<file path="src/rtl/ofs_cfg_pkg.sv">
package ofs_cfg_pkg;

    typedef enum logic [1:0] {
        ST_WAIT,
        ST_SERIAL,
        ST_PARALLEL,
        ST_DONE
    } cfg_state_e;

    typedef enum logic [1:0] {
        LM_PRESET,
        LM_SERIAL,
        LM_PAR_FLAT,
        LM_PAR_IP
    } load_mode_e;

    localparam int NUM_OFS = 4;

endpackage

</file>
<file path="src/rtl/ofs_strap_decode.sv">
module ofs_strap_decode
    import ofs_cfg_pkg::*;
#(
    parameter int OFS_W = 11
) (
    input  logic [2:0]       strap,
    output load_mode_e       mode,
    output logic [OFS_W-1:0] preset
);

    always_comb begin
        mode   = LM_PRESET;
        preset = '0;
        unique case (strap)
            3'b111: preset = OFS_W'(64);
            3'b110: preset = OFS_W'(16);
            3'b101: preset = OFS_W'(8);
            3'b011: preset = OFS_W'(256);
            3'b001: preset = OFS_W'(1024);
            3'b010: mode   = LM_SERIAL;
            3'b100: mode   = LM_PAR_FLAT;
            default: mode  = LM_PAR_IP;
        endcase
    end

endmodule

</file>
<file path="src/rtl/ofs_serial_shift.sv">
module ofs_serial_shift #(
    parameter int OFS_W = 11,
    localparam int CNT_W = $clog2(OFS_W)
) (
    input  logic             clk,
    input  logic             rst_n,
    input  logic             active,
    input  logic             ser_en,
    input  logic             ser_dat,
    output logic             word_vld,
    output logic [OFS_W-1:0] word
);

    typedef struct packed {
        logic [OFS_W-2:0] sh;
        logic [CNT_W-1:0] cnt;
    } shift_t;

    shift_t q, d;
    logic   take;

    assign take     = active && ser_en;
    assign word     = {q.sh, ser_dat};
    assign word_vld = take && (q.cnt == CNT_W'(OFS_W - 1));

    always_comb begin
        d = q;
        if (take) begin
            d.sh  = word[OFS_W-2:0];
            d.cnt = word_vld ? '0 : q.cnt + 1'b1;
        end
    end

    always_ff @(posedge clk or negedge rst_n) begin
        if (!rst_n) q <= '0;
        else        q <= d;
    end


    ser_idle_chk: assert property (@(posedge clk) disable iff (!rst_n)
        !ser_en |=> $stable(q.cnt));

endmodule

</file>
<file path="src/rtl/ofs_par_extract.sv">
module ofs_par_extract #(
    parameter int OFS_W    = 11,
    parameter int PAR_SKIP = 8
) (
    input  logic [OFS_W:0]   data,
    input  logic             ip,
    output logic [OFS_W-1:0] field
);

    assign field = ip ? {data[OFS_W:PAR_SKIP+1], data[PAR_SKIP-1:0]}
                      : data[OFS_W-1:0];

endmodule

</file>
<file path="src/rtl/ofs_clamp.sv">
module ofs_clamp #(
    parameter int OFS_W  = 11,
    parameter int LO_LIM = 1,
    parameter int HI_LIM = 2044
) (
    input  logic [OFS_W-1:0] raw,
    output logic [OFS_W-1:0] val
);

    always_comb begin
        if (raw < OFS_W'(LO_LIM))      val = OFS_W'(LO_LIM);
        else if (raw > OFS_W'(HI_LIM)) val = OFS_W'(HI_LIM);
        else                           val = raw;
    end

endmodule

</file>
<file path="src/rtl/ofs_cfg_ctrl.sv">
module ofs_cfg_ctrl
    import ofs_cfg_pkg::*;
#(
    parameter int DEPTH    = 2048,
    parameter int GUARD    = 4,
    parameter int PAR_SKIP = 8,
    localparam int OFS_W   = $clog2(DEPTH),
    localparam int OFS_MAX = DEPTH - GUARD
) (
    input  logic             clk,
    input  logic             rst_n,
    input  logic [2:0]       strap,
    input  logic             ser_en,
    input  logic             ser_dat,
    input  logic             wr_en,
    input  logic [OFS_W:0]   wr_data,
    output logic             wr_ready,
    output logic             mem_wr_en,
    output logic             cfg_done,
    output logic [OFS_W-1:0] af1_off,
    output logic [OFS_W-1:0] ae1_off,
    output logic [OFS_W-1:0] af2_off,
    output logic [OFS_W-1:0] ae2_off
);

    typedef struct packed {
        cfg_state_e                    state;
        logic                          ip;
        logic [1:0]                    idx;
        logic [NUM_OFS-1:0][OFS_W-1:0] ofs;
    } ctrl_t;

    ctrl_t            q, d;
    load_mode_e       mode;
    logic [OFS_W-1:0] preset, par_field, ser_word, raw, clamped;
    logic             ser_vld;

    ofs_strap_decode #(.OFS_W(OFS_W)) i_decode (
        .strap (strap),
        .mode  (mode),
        .preset(preset)
    );

    ofs_serial_shift #(.OFS_W(OFS_W)) i_serial (
        .clk     (clk),
        .rst_n   (rst_n),
        .active  (q.state == ST_SERIAL),
        .ser_en  (ser_en),
        .ser_dat (ser_dat),
        .word_vld(ser_vld),
        .word    (ser_word)
    );

    ofs_par_extract #(.OFS_W(OFS_W), .PAR_SKIP(PAR_SKIP)) i_extract (
        .data (wr_data),
        .ip   (q.ip),
        .field(par_field)
    );

    assign raw = (q.state == ST_SERIAL) ? ser_word : par_field;

    ofs_clamp #(.OFS_W(OFS_W), .LO_LIM(1), .HI_LIM(OFS_MAX)) i_clamp (
        .raw(raw),
        .val(clamped)
    );

    always_comb begin
        d = q;
        unique case (q.state)
            ST_WAIT: begin
                d.idx = '0;
                unique case (mode)
                    LM_PRESET: begin
                        for (int i = 0; i < NUM_OFS; i++) d.ofs[i] = preset;
                        d.state = ST_DONE;
                    end
                    LM_SERIAL:   d.state = ST_SERIAL;
                    LM_PAR_FLAT: begin d.state = ST_PARALLEL; d.ip = 1'b0; end
                    default:     begin d.state = ST_PARALLEL; d.ip = 1'b1; end
                endcase
            end
            ST_SERIAL, ST_PARALLEL: begin
                if ((q.state == ST_SERIAL) ? ser_vld : wr_en) begin
                    d.ofs[q.idx] = clamped;
                    d.idx        = q.idx + 2'd1;
                    if (q.idx == 2'(NUM_OFS - 1)) d.state = ST_DONE;
                end
            end
            default: ;
        endcase
    end

    always_ff @(posedge clk or negedge rst_n) begin
        if (!rst_n) q <= '{state: ST_WAIT, default: '0};
        else        q <= d;
    end

    assign cfg_done  = (q.state == ST_DONE);
    assign wr_ready  = cfg_done;
    assign mem_wr_en = wr_en && cfg_done;
    assign af1_off   = q.ofs[0];
    assign ae1_off   = q.ofs[1];
    assign af2_off   = q.ofs[2];
    assign ae2_off   = q.ofs[3];


    par_load_advance_chk: assert property (@(posedge clk) disable iff (!rst_n)
        (q.state == ST_PARALLEL && wr_en) |=> (q.idx == $past(q.idx) + 2'd1));


    ofs_range_chk: assert property (@(posedge clk) disable iff (!rst_n)
        cfg_done |-> (af1_off >= 1 && af1_off <= OFS_MAX && ae1_off >= 1 && ae1_off <= OFS_MAX
                   && af2_off >= 1 && af2_off <= OFS_MAX && ae2_off >= 1 && ae2_off <= OFS_MAX));


    ofs_hold_chk: assert property (@(posedge clk) disable iff (!rst_n)
        cfg_done |=> $stable(q.ofs));


    done_sticky_chk: assert property (@(posedge clk) disable iff (!rst_n)
        cfg_done |=> cfg_done);

endmodule

</file>
<file path="config.mk">
export PLATFORM = sky130hd
export DESIGN_NAME = ofs_cfg_ctrl
export DESIGN_NICKNAME = d
export VERILOG_FILES = /design/src/rtl/ofs_cfg_pkg.sv /design/src/rtl/ofs_strap_decode.sv /design/src/rtl/ofs_serial_shift.sv /design/src/rtl/ofs_par_extract.sv /design/src/rtl/ofs_clamp.sv /design/src/rtl/ofs_cfg_ctrl.sv
export SDC_FILE = /design/constraint.sdc
export NUM_CORES = 1
export LEC_CHECK = 0
export ABC_CLOCK_PERIOD_IN_PS = 3500
export BUFFER_PORTS_ARGS = -buffer_cell sky130_fd_sc_hd__buf_4
export CORE_ASPECT_RATIO = 0.75
export CORE_MARGIN = 2
export CORE_UTILIZATION = 51
export CTS_BUF_LIST = sky130_fd_sc_hd__clkbuf_16
export CTS_CLUSTER_DIAMETER = 50
export DETAILED_ROUTE_END_ITERATION = 10
export HOLD_SLACK_MARGIN = 0.15
export PLACE_DENSITY = 0.77
export SLEW_MARGIN = 20
export SYNTH_ARGS = -nofsm -noshare
export SYNTH_HDL_FRONTEND = slang
export SYNTH_HIERARCHICAL = 1
export SYNTH_SLANG_ARGS = --single-unit
</file>
<file path="constraint.sdc">
create_clock -name clk -period 3.5 [get_ports clk]
set_input_delay 0.35 -clock clk [delete_from_list [all_inputs] [get_ports clk]]
set_output_delay 0.35 -clock clk [all_outputs]
set_load 0.1 [all_outputs]
</file>
Word level (Yosys, flattened, before mapping)
Cells that the tools add are included.
{"block": "totals", "word_cells": 66, "regBits": 63, "out_inout_bits": 47, "input_bits": 20}
{"block": "op_classes", "n_mux": 19, "addsub": 2, "n_bitwise": 1, "n_lt_le_gt_ge": 4, "n_reduce_logical": 14, "eq_ne": 17}
{"op": "$pmux 46 s2", "count": 1}
{"op": "$mux 11", "count": 5}
{"op": "$pmux 11 s5", "count": 1}
{"op": "$mux 46", "count": 1}
{"op": "$bwmux 44", "count": 1}
{"op": "$mux 44", "count": 1}
{"op": "$demux 11 s2", "count": 1}
{"op": "$eq 3x3->1 const B", "count": 4}
{"op": "$gt 11x11->1 const B", "count": 1}
{"op": "$lt 11x1->1 const B", "count": 1}
{"op": "$eq 2x2->1 const B", "count": 4}
{"op": "$pmux 2 s2", "count": 2}
{"op": "$eq 3x2->1 const B", "count": 2}
{"op": "$pmux 2 s3", "count": 1}
{"op": "$reduce_and 3->1", "count": 2}
{"op": "$reduce_or 5->1", "count": 1}
{"op": "$add 4x1->4 const B", "count": 1}
{"op": "$eq 2x1->1 const B", "count": 2}
{"op": "$eq 4x4->1 const B", "count": 1}
{"op": "$logic_and 1x1->1", "count": 4}
{"op": "$logic_not 2->1", "count": 2}
{"op": "$mux 2", "count": 2}
{"op": "$mux 4", "count": 1}
{"op": "$ne 2x2->1 const B", "count": 2}
{"op": "other kinds (11)", "count": 13}

Longest topological paths before layout
{"block": "logic_depth", "ltp_word": 8, "ltp_mapped": 9, "depth_no_buf": 8}

By module
Netlist, hierarchy kept.
{"module": "ofs_cfg_ctrl", "n_inst": 1, "cells_each": 302, "area_per_inst_um2": 3071.7}
{"module": "ofs_serial_shift", "n_inst": 1, "cells_each": 56, "area_per_inst_um2": 675.6}
{"module": "ofs_clamp", "n_inst": 1, "cells_each": 18, "area_per_inst_um2": 111.4}
{"module": "ofs_strap_decode", "n_inst": 1, "cells_each": 14, "area_per_inst_um2": 102.6}
{"module": "ofs_par_extract", "n_inst": 1, "cells_each": 11, "area_per_inst_um2": 93.8}

Least setup slack after synthesis
OpenSTA, ideal clock, no wires.
{"block": "synth_timing", "path_type": "reg2reg", "startpoint": "reg q[48] (netlist name)", "endpoint": "reg q, in the netlist ae2_off[0]", "path_stages_with_launch": 10, "arrival_ns": 2.424, "slack_ns": 0.996, "setup_ns": 0.079, "required_time_ns": 3.421, "period_less_slack_ns": 2.504, "path_buffers": 1, "path_cell_list": "dfrtp_1 > inv_1 > ha_1 > clkbuf_1 > mux2_2 > nor4_2 > nand2_1 > o41ai_2 > a21oi_1 > mux2i_1"}
{"block": "synth_via", "elab_chain_len": 8, "word_cells_on_any_way": 19, "classes_between": "order compare: 2; eq/ne: 4; mux: 7; reduce/logical: 6"}
{"item": "from (decl)", "line": "ofs_cfg_ctrl.sv:33", "rtl": "ctrl_t q, d;"}
{"item": "from (signal assigned)", "line": "ofs_cfg_ctrl.sv:94", "rtl": "if (!rst_n) q <= '{state: ST_WAIT, default: '0};"}
{"item": "from (signal assigned)", "line": "ofs_cfg_ctrl.sv:95", "rtl": "else q <= d;"}
{"item": "$eq 2x1->1 *", "line": "ofs_cfg_ctrl.sv:60", "rtl": "assign raw = (q.state == ST_SERIAL) ? ser_word : par_field;"}
{"item": "$mux 11 *", "line": "ofs_cfg_ctrl.sv:60"}
{"item": "net raw[7]", "line": "ofs_cfg_ctrl.sv:35", "rtl": "logic [OFS_W-1:0] preset, par_field, ser_word, raw, clamped;"}
{"item": "$gt 11x11->1", "line": "ofs_clamp.sv:12", "rtl": "else if (raw > OFS_W'(HI_LIM)) val = OFS_W'(HI_LIM);"}
{"item": "$mux 11", "line": "ofs_clamp.sv:12"}
{"item": "$mux 11 *", "line": "ofs_clamp.sv:11", "rtl": "if (raw < OFS_W'(LO_LIM)) val = OFS_W'(LO_LIM);"}
{"item": "net clamped[0]", "line": "ofs_cfg_ctrl.sv:35"}
{"item": "$bwmux 44 *", "line": "ofs_cfg_ctrl.sv:84", "rtl": "d.ofs[q.idx] = clamped;"}
{"item": "$mux 46 *", "line": "ofs_cfg_ctrl.sv:83", "rtl": "if ((q.state == ST_SERIAL) ? ser_vld : wr_en) begin"}
{"item": "$pmux 46 s2 *", "line": "ofs_cfg_ctrl.sv:69", "rtl": "unique case (q.state)"}
The timed path passes the listed nets; every way through them passes the cells marked *. The select of a mux whose other input is x is not followed.
A chain may end at the register's enable or synchronous reset.

Final worst setup path
{"block": "layout_timing", "startpoint": "reg q[48] (netlist name)", "endpoint": "reg q, in the netlist af2_off[9]"}
{"block": "layout_via", "word_cells_on_any_way": 19, "classes_between": "order compare: 2; eq/ne: 4; mux: 7; reduce/logical: 6"}
{"item": "$eq 2x1->1", "line": "ofs_cfg_ctrl.sv:47", "rtl": ".active (q.state == ST_SERIAL),"}
{"item": "$logic_and 1x1->1", "line": "ofs_serial_shift.sv:22", "rtl": "assign take = active && ser_en;"}
{"item": "$logic_and 1x1->1", "line": "ofs_serial_shift.sv:24", "rtl": "assign word_vld = take && (q.cnt == CNT_W'(OFS_W - 1));"}
{"item": "net ser_vld", "line": "ofs_cfg_ctrl.sv:36", "rtl": "logic ser_vld;"}
{"item": "$mux 1", "line": "ofs_cfg_ctrl.sv:83"}
{"item": "$ne 2x2->1 (no source line)"}
{"item": "$reduce_and 3->1 (no source line)"}
The timed path passes the listed nets, and every way through them passes these cells. The select of a mux whose other input is x is not followed.

==> metrics.yaml <==
number_of_synthesized_flops_with_an_enable_pin: 0
fmaxAchievable_ghz: 0.375
cts_tree: "yes"
synth-warning-count: 6
mostFrequentLayoutCell: "buf_4"
cts_htree_levels: 3
busiest_layer: "met2"
status: "completed"
maxCapViolCount: 0
clk_transition_reported_paths_ns: 0.05
synth.top_cells.by_area: "dfrtp_1 (39%), buf_4 (13%), mux2i_1 (11%)"
final-setup-viol-count: 0
setup_tns_ns: 0
clk-insertion-delay-late_ns: 0.33
synth.yosys.seq_area_share_pct: 38.9
drcViolationCount: 0
critical_path_startpoint_category: "flip-flop"
setup_repair_after_global_routing_missed_its_margin: "false"
cp.arrival_ns: 2.91
grt_util_all_layers_pct: 20.4
global_route.overflow_total: 0
detailedRoute.firstIterationViolations: 111
hold_viol: 0
core-area_sq_mm: 0.00781
final_min_period_over_clock_period_pct: 76.1
globalplace.congestion: 0.797
antenna-diode-count: 0
final.min_clock_period_ns: 2.66
post_synth_inst_count: 401
grtUsageMet1_pct: 27.2
met2_usage_pct: 31.9
num_vias: 2581
post_drt_via_cell_ratio: 5.09
rows: 28
path_max_fanout: 16
crit_path_end_kind: "flip-flop"
timing.critical_path.required_ns: 3.74
dr.pass1.iters: 4
hold_class: "input port to flip-flop"
die_width_um: 107
detail_route.wl_per_cell_um: 16.1
ys_dominant_reg_cell: "dfrtp_1"
synth_top_cell_by_area: "dfrtp_1"
use_met3_pct: 6.82
layout_common_cells: "buf_4 (72), dfrtp_1 (63), inv_1 (50)"
number_of_buffers_inserted_during_clock_tree_synthesis: 9
floorplan.die_area_sq_mm: 0.00869
initial_utilization_pct: 51.9
port_buffer_count: 66
pin_count_of_the_biggest_net_entering_global_routing: 64
post_route_cells_drive_above_1_share_pct: 30.8
clock_sinks: 63
worstSetupPathType: "flip-flop to flip-flop"
slew_viol_final: 0
grt_antenna_before_repair: 0
number_of_library_cell_types_mapped_by_synthesis: 40
grt_first_pass_wirelength_um: 13300
drt_antenna_net_count: 0
max_slew_margin_pct: 41.0
ys_ff_latch: 63
root_buffer: "clkbuf_16"
post_synth.cell_area_avg_sq_um: 10.1
area_growth_from_synthesis_to_final_layout_pct: 7.71
route.final.wire_length_um: 8180
design.portCount: 67
skew_ns: 0.00570
die_height_um: 81.2
post_syn_area_sq_mm: 0.00406
via_count_of_the_first_global_routing_pass: 2575
synth_async_sr_flop_share_pct: 100
cts.path.max_buffers: 2
synth_largest_type_area_fraction_pct: 38.9
tightest_slew_ns: 0.881
dp_hpwl_um: 5820
cts-resized-gates: 0
layout.nets: 427
-- cells by family (layout without fill, tap and decap cells) --
kind of cell    after synthesis  count (layout)  share of synthesized area (%)
mux                          72              72                           18.9
flops                        63              63                           38.9
fa+ha+maj                     9               9                           2.78
simple gates                 52              52                           7.93
buf+inv                     141             137                           20.4
other cells                   1               6                         0.0925
compound gates               63              63                           11.0
-- Yosys cell counts, types with 5 or more instances --
library cell and n:
a21oi_1 46, and2_1 5, buf_4 70, clkbuf_1 14, dfrtp_1 63, ha_1 9
inv_1 49, mux2_2 26, mux2i_1 44, nand2_1 6, nand3_1 5, nor2_1 7
nor2b_1 15
-- sequential cells by signal, summed over array words and instances, names as in the netlist --
| signal | cells |
|---|---|
| af1_off | 11 |
| af2_off | 11 |
| i_serial/q | 4 |
| ae2_off | 11 |
| q | 5 |
| i_serial/word | 10 |
| ae1_off | 11 |
-- metal layers --
layer | vias to the layer above | part of all wire, %
li1 | 1253 | -
met1 | 1227 | 47
met2 | 94 | 44
met3 | 7 | 7.6
met4 | 0 | 1.0
met5 | - | 0
-- timing repair --
| action | 4_1_cts | 5_1_grt |
|---|---|---|
| hold buffers | 1 | 0 |
| hold endpoints to repair | 50 | 0 |
| setup buffers | 0 | 0 |
-- cell type report --
class / count / area [sq um]
inverters: 49 / 184
fillers: 678 / 3440
multi-input cells: 202 / 1670
clock inverters: 6 / 30.0
well taps: 105 / 131
clock buffers: 9 / 225
flip-flops and latches: 63 / 1580
repair buffers: 73 / 551
-- worst paths after layout --
| check | from | end | slack [ns] | depth (start not counted) |
|---|---|---|---|---|
| max in group asynchronous | rst_n | af1_off[2] | 2.32 | 2 |
| setup reg to reg | q[48] | af2_off[9] | 0.84 | 9 |
| hold / removal | ser_dat | i_serial/word[1] | 0.27 | 2 |
| min in group asynchronous | rst_n | i_serial/q[3] | 0.64 | 2 |
| hold reg to reg | i_serial/word[10] | i_serial/word[10] | 0.51 | 1 |
| setup / recovery | q[48] | af2_off[9] | 0.84 | 9 |
-- critical path, cell delays in order, from the launching register on --
cell,delay [ns]
dfrtp_1,0.39
inv_1,0.10
ha_1,0.15
buf_4,0.24
nand2_2,0.25
nor2_1,0.30
mux2i_4,0.20
a2111oi_4,0.38
buf_4,0.30
mux2i_1,0.26
-- stage by stage --
stage / instance area (sq um) / util (%) / cells / setup WS, ns / hold slack, ns
after floorplan: 4070 / - / 406 / 0.996 / 0.0544
after global placement: 4100 / 52.5 / 491 / 0.986 / 0.484
after detailed placement: 4100 / 52.5 / 491 / 0.834 / 0.493
after CTS: 4370 / 55.9 / 507 / 0.821 / 0.266
final: 4370 / 55.9 / 507 / 0.835 / 0.273
after global routing: 4370 / 55.9 / 507 / 0.650 / 0.266
Power is left out: the tool's default activity adds up to more than one toggle a clock period on the data nets, which glitch-free logic cannot reach.
